<file path="src/rtl/csel_pkg.sv">
package csel_pkg;

    // Map register entry for one memory
    typedef struct packed {
        logic data_en;
        logic prog_en;
    } space_en_t;

    // Six-bit map register: primary [5:4], secondary [3:2], SRAM [1:0]
    typedef struct packed {
        space_en_t pri;
        space_en_t sec;
        space_en_t sram;
    } space_map_t;

    typedef enum logic [1:0] {
        MEM_SRAM = 2'd0,
        MEM_SEC  = 2'd1,
        MEM_PRI  = 2'd2,
        MEM_NONE = 2'd3
    } mem_id_e;

    // Bit positions in cfg_err
    localparam int ERR_PRI = 0;
    localparam int ERR_SEC = 1;
    localparam int ERR_TOP = 2;
    localparam int NUM_TIERS = 3;

    function automatic logic space_qual(input space_en_t en, input logic p, input logic d);
        return (en.prog_en & p) | (en.data_en & d);
    endfunction

endpackage

</file>
<file path="src/rtl/csel_win_bank.sv">
module csel_win_bank #(
    parameter int AW = 16,
    parameter int N  = 4,
    parameter logic [N*AW-1:0] LO = '0,
    parameter logic [N*AW-1:0] HI = '0
) (
    input  logic [AW-1:0] addr,
    output logic [N-1:0]  hit,
    output logic          overlap
);

    function automatic logic any_overlap();
        logic found;
        found = 1'b0;
        for (int i = 0; i < N; i++) begin
            for (int j = i + 1; j < N; j++) begin
                if ((LO[i*AW +: AW] <= HI[j*AW +: AW]) &&
                    (LO[j*AW +: AW] <= HI[i*AW +: AW]))
                    found = 1'b1;
            end
        end
        return found;
    endfunction

    localparam logic OVERLAP = any_overlap();

    assign overlap = OVERLAP;

    for (genvar g = 0; g < N; g++) begin : g_win
        localparam logic [AW-1:0] W_LO = LO[g*AW +: AW];
        localparam logic [AW-1:0] W_HI = HI[g*AW +: AW];
        assign hit[g] = (addr >= W_LO) && (addr <= W_HI);
    end

endmodule

</file>
<file path="src/rtl/csel_space_map.sv">
module csel_space_map
    import csel_pkg::*;
#(
    parameter logic [5:0] MAP_INIT = 6'h2E
) (
    input  logic       clk,
    input  logic       rst,
    input  logic       we,
    input  logic [1:0] waddr,
    input  logic [1:0] wdata,
    output space_map_t map_q
);

    always_ff @(posedge clk) begin
        if (rst) begin
            map_q <= space_map_t'(MAP_INIT);
        end else if (we) begin
            case (mem_id_e'(waddr))
                MEM_SRAM: map_q.sram <= space_en_t'(wdata);
                MEM_SEC:  map_q.sec  <= space_en_t'(wdata);
                MEM_PRI:  map_q.pri  <= space_en_t'(wdata);
                default:  ;
            endcase
        end
    end

endmodule

</file>
<file path="src/rtl/csel_prio_resolve.sv">
module csel_prio_resolve
    import csel_pkg::*;
#(
    parameter int NP = 8,
    parameter int NS = 4
) (
    input  logic [NP-1:0]        pri_hit,
    input  logic [NS-1:0]        sec_hit,
    input  logic [2:0]           top_hit,
    input  logic                 prog_strobe,
    input  logic                 data_strobe,
    input  space_map_t           map,
    input  logic [NUM_TIERS-1:0] err,
    output logic [NP-1:0]        pri_sel,
    output logic [NS-1:0]        sec_sel,
    output logic [2:0]           top_sel
);

    logic          sram_q, sec_q, pri_q;
    logic [2:0]    top_raw;
    logic [NS-1:0] sec_raw;
    logic [NP-1:0] pri_raw;

    always_comb begin
        sram_q = space_qual(map.sram, prog_strobe, data_strobe);
        sec_q  = space_qual(map.sec,  prog_strobe, data_strobe);
        pri_q  = space_qual(map.pri,  prog_strobe, data_strobe);

        // top tier order: {peripheral I/O, I/O, SRAM}; I/O answers data reads only
        top_raw = top_hit & {data_strobe, data_strobe, sram_q} & {3{~err[ERR_TOP]}};
        sec_raw = sec_hit & {NS{sec_q & ~err[ERR_SEC]}};
        pri_raw = pri_hit & {NP{pri_q & ~err[ERR_PRI]}};

        top_sel = '0;
        sec_sel = '0;
        pri_sel = '0;
        if (|top_raw)      top_sel = top_raw;
        else if (|sec_raw) sec_sel = sec_raw;
        else               pri_sel = pri_raw;
    end

endmodule

</file>
<file path="src/rtl/csel_prio_decoder.sv">
module csel_prio_decoder
    import csel_pkg::*;
#(
    parameter int AW = 16,
    parameter int NP = 8,
    parameter int NS = 4,
    parameter logic [NP*AW-1:0] PRI_LO = {16'h5000, 16'h4000, 16'h3000, 16'h2000,
                                          16'h1000, 16'h0000, 16'hC000, 16'h8000},
    parameter logic [NP*AW-1:0] PRI_HI = {16'h5FFF, 16'h4FFF, 16'h3FFF, 16'h2FFF,
                                          16'h1FFF, 16'h0FFF, 16'hFFFF, 16'hBFFF},
    parameter logic [NS*AW-1:0] SEC_LO = {16'h7000, 16'h0000, 16'hE000, 16'h8000},
    parameter logic [NS*AW-1:0] SEC_HI = {16'h73FF, 16'h07FF, 16'hEFFF, 16'h9FFF},
    parameter logic [AW-1:0] SRAM_LO = 16'h8000,
    parameter logic [AW-1:0] SRAM_HI = 16'h87FF,
    parameter logic [AW-1:0] IO_LO   = 16'h6000,
    parameter logic [AW-1:0] IO_HI   = 16'h60FF,
    parameter logic [AW-1:0] PIO_LO  = 16'h6100,
    parameter logic [AW-1:0] PIO_HI  = 16'h61FF,
    parameter logic [5:0]    MAP_INIT = 6'h2E
) (
    input  logic          clk,
    input  logic          rst,
    input  logic [AW-1:0] addr,
    input  logic          prog_strobe,
    input  logic          data_strobe,
    input  logic          cfg_we,
    input  logic [1:0]    cfg_addr,
    input  logic [1:0]    cfg_wdata,
    output logic [NP-1:0] pri_sel,
    output logic [NS-1:0] sec_sel,
    output logic          sram_sel,
    output logic          io_sel,
    output logic          pio_sel,
    output logic [2:0]    cfg_err
);

    localparam logic [3*AW-1:0] TOP_LO = {PIO_LO, IO_LO, SRAM_LO};
    localparam logic [3*AW-1:0] TOP_HI = {PIO_HI, IO_HI, SRAM_HI};

    logic [NP-1:0] pri_hit;
    logic [NS-1:0] sec_hit;
    logic [2:0]    top_hit;
    logic [2:0]    top_sel;
    logic          pri_ovl, sec_ovl, top_ovl;
    space_map_t    map_q;

    csel_win_bank #(.AW(AW), .N(NP), .LO(PRI_LO), .HI(PRI_HI)) u_pri_bank (
        .addr(addr), .hit(pri_hit), .overlap(pri_ovl)
    );

    csel_win_bank #(.AW(AW), .N(NS), .LO(SEC_LO), .HI(SEC_HI)) u_sec_bank (
        .addr(addr), .hit(sec_hit), .overlap(sec_ovl)
    );

    csel_win_bank #(.AW(AW), .N(3), .LO(TOP_LO), .HI(TOP_HI)) u_top_bank (
        .addr(addr), .hit(top_hit), .overlap(top_ovl)
    );

    csel_space_map #(.MAP_INIT(MAP_INIT)) u_map (
        .clk(clk), .rst(rst), .we(cfg_we), .waddr(cfg_addr),
        .wdata(cfg_wdata), .map_q(map_q)
    );

    always_comb begin
        cfg_err          = '0;
        cfg_err[ERR_PRI] = pri_ovl;
        cfg_err[ERR_SEC] = sec_ovl;
        cfg_err[ERR_TOP] = top_ovl;
    end

    csel_prio_resolve #(.NP(NP), .NS(NS)) u_resolve (
        .pri_hit(pri_hit), .sec_hit(sec_hit), .top_hit(top_hit),
        .prog_strobe(prog_strobe), .data_strobe(data_strobe),
        .map(map_q), .err(cfg_err),
        .pri_sel(pri_sel), .sec_sel(sec_sel), .top_sel(top_sel)
    );

    assign sram_sel = top_sel[0];
    assign io_sel   = top_sel[1];
    assign pio_sel  = top_sel[2];

endmodule

</file>
<file path="config.mk">
export PLATFORM = sky130hd
export DESIGN_NAME = csel_prio_decoder
export DESIGN_NICKNAME = d
export VERILOG_FILES = /design/src/rtl/csel_pkg.sv /design/src/rtl/csel_win_bank.sv /design/src/rtl/csel_space_map.sv /design/src/rtl/csel_prio_resolve.sv /design/src/rtl/csel_prio_decoder.sv
export SDC_FILE = /design/constraint.sdc
export NUM_CORES = 1
export LEC_CHECK = 0
export CORE_MARGIN = 2
export CORE_UTILIZATION = 33
export CTS_CLUSTER_SIZE = 10
export DETAILED_ROUTE_END_ITERATION = 10
export PLACE_DENSITY = 0.88
export SYNTH_ARGS = -nofsm -noshare
export SYNTH_HDL_FRONTEND = slang
export SYNTH_SLANG_ARGS = --single-unit
</file>
<file path="constraint.sdc">
create_clock -name clk -period 4.5 [get_ports clk]
set_input_delay 1.125 -clock clk [delete_from_list [all_inputs] [get_ports clk]]
set_output_delay 1.125 -clock clk [all_outputs]
set_load 0.01 [all_outputs]
</file>
==> qor.log <==
INFO  outcome        run_status=completed
INFO  placed_design  placed_cell_area=817squm
INFO  die            dieArea=0.00186sqmm
INFO  global_route   via_count_of_the_first_global_routing_pass=516
INFO  yosys          synth.distinct_cells=25
INFO  route          detail_route.wl_per_cell=12.3um
INFO  yosys          synth_enable_flop_cells=0
INFO  setup_path     cp-end-kind=output port
INFO  yosys          ys_async_sr_fraction=0%
INFO  route          via_per_inst=5.21
INFO  sta            min_period_over_period=95.9%
INFO  sta            setup_viol=0
INFO  setup_path     timing.setup.critical_path_class=in -> out
INFO  yosys          synthTopCellsByCount=sky130_fd_sc_hd__nor2_1, sky130_fd_sc_hd__nor4_1, sky130_fd_sc_hd__dfxtp_1, sky130_fd_sc_hd__nand2b_1, sky130_fd_sc_hd__mux2i_1
INFO  route          detailroute.wirelength.met3=70um
INFO  sta            timing_hold_violations_final=0
INFO  route          antenna_violating_nets_post_route=0
INFO  min_path       timing.hold.worst.class=reg -> reg
INFO  die            initial_core_util=34.4%
INFO  clocking       htreeDepth=1
INFO  cells_and_area utilization=57.1%
INFO  setup_path     arrival=3.19ns
INFO  clocking       cts_repair_resize_count=0
INFO  yosys          synth.ff_latch_count=6
INFO  setup_path     worst-r2r-setup-slack=3.69ns
INFO  route          routed-via-count=589
INFO  global_route   global_route.usage.total=15.3%
INFO  die            pin_count=43
INFO  sta            maxSlewViolCount=0
INFO  setup_path     worst-endpoint-required=3.38ns
INFO  cells_and_area drive_gt1_share=11.3%
INFO  setup_path     worstPathMaxFanout=6
INFO  setup_path     timing.critical_path.buf_inv=3
INFO  setup_path     cp_cell_sequence=clkdlybuf4s50_1, inv_2, or4_4, nor4_1, clkdlybuf4s50_1
INFO  route          first_pass_iters=4
INFO  placed_design  dp_hpwl=1170um
INFO  yosys          seq_area_frac_synth=23.8%
INFO  sta            final_skew=0ns
INFO  yosys          ys_top_cells_by_area=sky130_fd_sc_hd__dfxtp_1, sky130_fd_sc_hd__mux2i_1, sky130_fd_sc_hd__nor4_1, sky130_fd_sc_hd__nand2b_1, sky130_fd_sc_hd__nor2_1
INFO  cells_and_area reg_top3=u_map.map_q x6
INFO  clocking       holdBufCountCts=0
INFO  setup_path     crit_path_top_delay_cell=sky130_fd_sc_hd__clkdlybuf4s50_1
INFO  yosys          synth.most_common_cell=sky130_fd_sc_hd__nor2_1
INFO  power_and_ir_drop power_density=183mW/mm^2
INFO  cells_and_area max_flop_register=u_map.map_q
INFO  setup_path     critical_path.max_stage_delay=0.59ns
INFO  yosys          yosysWarnings=0
INFO  power_and_ir_drop leakagePower=0.316nW
INFO  yosys          syn-cell-area=505squm
INFO  cells_and_area area_delta_synth_final=66.1%
INFO  power_and_ir_drop total_power=154uW
INFO  clocking       clk_pin_slew=0.04ns
INFO  clocking       clkLatencyLatePin=0.24ns
INFO  route          drc=0
INFO  sta            tns=0ns
INFO  route          met2WireLength=751um
INFO  yosys          post_synth.cell_area_avg=7.90squm
INFO  run            cap_violations=0
INFO  placed_design  io_buffer_count=31
INFO  clocking       cts_tree=built
INFO  clocking       cts_num_sinks=6
INFO  sta            maximum_clock_rate=232MHz
INFO  global_route   first_pass_grt_wire_length=2100um
INFO  route          highest-signal-layer=met4
INFO  sta            minimum_clock_period_after_layout=4.32ns
INFO  setup_path     crit_family=buffers and inverters
INFO  cells_and_area design.final.nets=124
INFO  sta            rsz_0062_raised_after_global_routing=no
INFO  die            die_width=43.1um
INFO  route          drt-total-wl=1400um
INFO  yosys          synthCells=64
INFO  cells_and_area largest_register_ffs=6
INFO  placed_design  dp_cells=110
INFO  setup_path     critical-path-top-cell-by-count=sky130_fd_sc_hd__clkdlybuf4s50_1
INFO  yosys          synth_ff_type=sky130_fd_sc_hd__dfxtp_1
INFO  clocking       post_cts.repair.setup_buffers=0
INFO  global_route   maximum_number_of_pins_on_one_net_before_global_route_repair=11
INFO  die            floorplan.core_area=0.00147sqmm
INFO  cells_and_area diodes=0
INFO  cells_and_area finalInstanceArea=840squm
INFO  route          wirelength_met1=540um
INFO  power_and_ir_drop ir_worst_vdd=0.000149V
INFO  clocking       clock_tree.buffer_depth=2
INFO  yosys          synth_top_area_share=23.8%
INFO  clocking       cts_root_buffer=sky130_fd_sc_hd__clkbuf_4
INFO  setup_path     critical_path.startpoint_type=input pin
INFO  global_route   initial_antenna_violation_count=0
INFO  die            rows=14
INFO  yosys          synth_top_cell_by_area=sky130_fd_sc_hd__dfxtp_1
INFO  cells_and_area layout_cells_excl_fill=113
INFO  clocking       cts-buffers-inserted=3
INFO  die            die_h=43.1um
INFO  route          first_iter_violations=4
INFO  placed_design  gp_congestion=0.774
INFO  global_route   overflow=0
[cell usage in the layout (no fill, tap or decap)]
cell type,synthesis,layout
sky130_fd_sc_hd__or3_2,2,2
sky130_fd_sc_hd__nor4_1,7,7
sky130_fd_sc_hd__or4_4,1,1
sky130_fd_sc_hd__nor2_1,8,8
sky130_fd_sc_hd__o311ai_0,1,1
sky130_fd_sc_hd__nand2b_1,6,6
sky130_fd_sc_hd__conb_1,1,3
sky130_fd_sc_hd__clkdlybuf4s50_1,0,31
sky130_fd_sc_hd__nor2b_1,1,1
sky130_fd_sc_hd__a211o_1,1,1
sky130_fd_sc_hd__or2b_1,1,1
sky130_fd_sc_hd__o21ba_2,1,1
sky130_fd_sc_hd__inv_1,1,1
sky130_fd_sc_hd__or2_2,1,1
sky130_fd_sc_hd__a211oi_2,1,1
sky130_fd_sc_hd__nor3b_1,2,2
sky130_fd_sc_hd__mux2i_1,5,5
sky130_fd_sc_hd__nor3_1,3,3
sky130_fd_sc_hd__or4b_1,1,1
sky130_fd_sc_hd__nand2_1,4,4
sky130_fd_sc_hd__dfxtp_1,6,6
sky130_fd_sc_hd__inv_2,1,1
sky130_fd_sc_hd__a22oi_1,3,3
sky130_fd_sc_hd__buf_4,3,1
sky130_fd_sc_hd__nand3b_1,2,2
sky130_fd_sc_hd__clkbuf_4,0,3
[per-stage QoR]
step	hold WS (ns)	setup slack (ns)
finish	0.496	0.183
floorplan	0.449	1.20
global route	0.537	0.125
detailed placement	0.492	0.216
CTS	0.501	0.190
global placement	0.459	0.253
[routing by layer]
metal / vias up / global-route usage (%)
met4: 0 / 10.9
met2: 23 / 27.8
met3: 4 / 2.55
met1: 264 / 15.2
li1: 298 / -
met5: - / 0
[cell type report]
| type | count | area [sq um] |
|---|---|---|
| fillers | 143 | 632 |
| multi-input cells | 54 | 352 |
| repair buffers | 32 | 318 |
| flip-flops and latches | 6 | 120 |
| clock buffers | 3 | 22.5 |
| well taps | 16 | 20.0 |
| inverters | 2 | 7.51 |
[worst reg2reg max path, stage by stage (launching register included)]
cell and delay, ns:
sky130_fd_sc_hd__dfxtp_1 0.30, sky130_fd_sc_hd__nor2b_1 0.12, sky130_fd_sc_hd__a211o_1 0.27
[power breakdown]
part           switching [mW]  internal, mW  leakage [nW]  total [mW]
combinational          0.0213        0.0265         0.253      0.0477
sequential            0.00102        0.0554        0.0490      0.0564
clock                  0.0197        0.0302        0.0138      0.0498
total                  0.0420         0.112         0.316       0.154
[path summary, 6_finish.rpt]
path	startpoint	cells after the start	end
min	u_map.map_q[0]$_SDFFE_PP0P_	2	u_map.map_q[0]$_SDFFE_PP0P_
max	addr[14]	5	io_sel
max reg2reg	u_map.map_q[1]$_SDFFE_PP1P_	2	u_map.map_q[1]$_SDFFE_PP1P_
min reg2reg	u_map.map_q[0]$_SDFFE_PP0P_	2	u_map.map_q[0]$_SDFFE_PP0P_
[cells by family (layout without fill, tap and decap cells)]
| logic type | Yosys count | after routing | synth area share, % |
|---|---|---|---|
| DFF | 6 | 6 | 23.8 |
| buffers and inverters | 6 | 37 | 8.17 |
| muxes | 5 | 5 | 9.90 |
| other | 1 | 3 | 0.742 |
| and+or+nand+nor | 39 | 39 | 45.0 |
| AOI/OAI and AO/OA | 7 | 7 | 12.4 |
No activity file was read; power rests on OpenSTA's default activity.
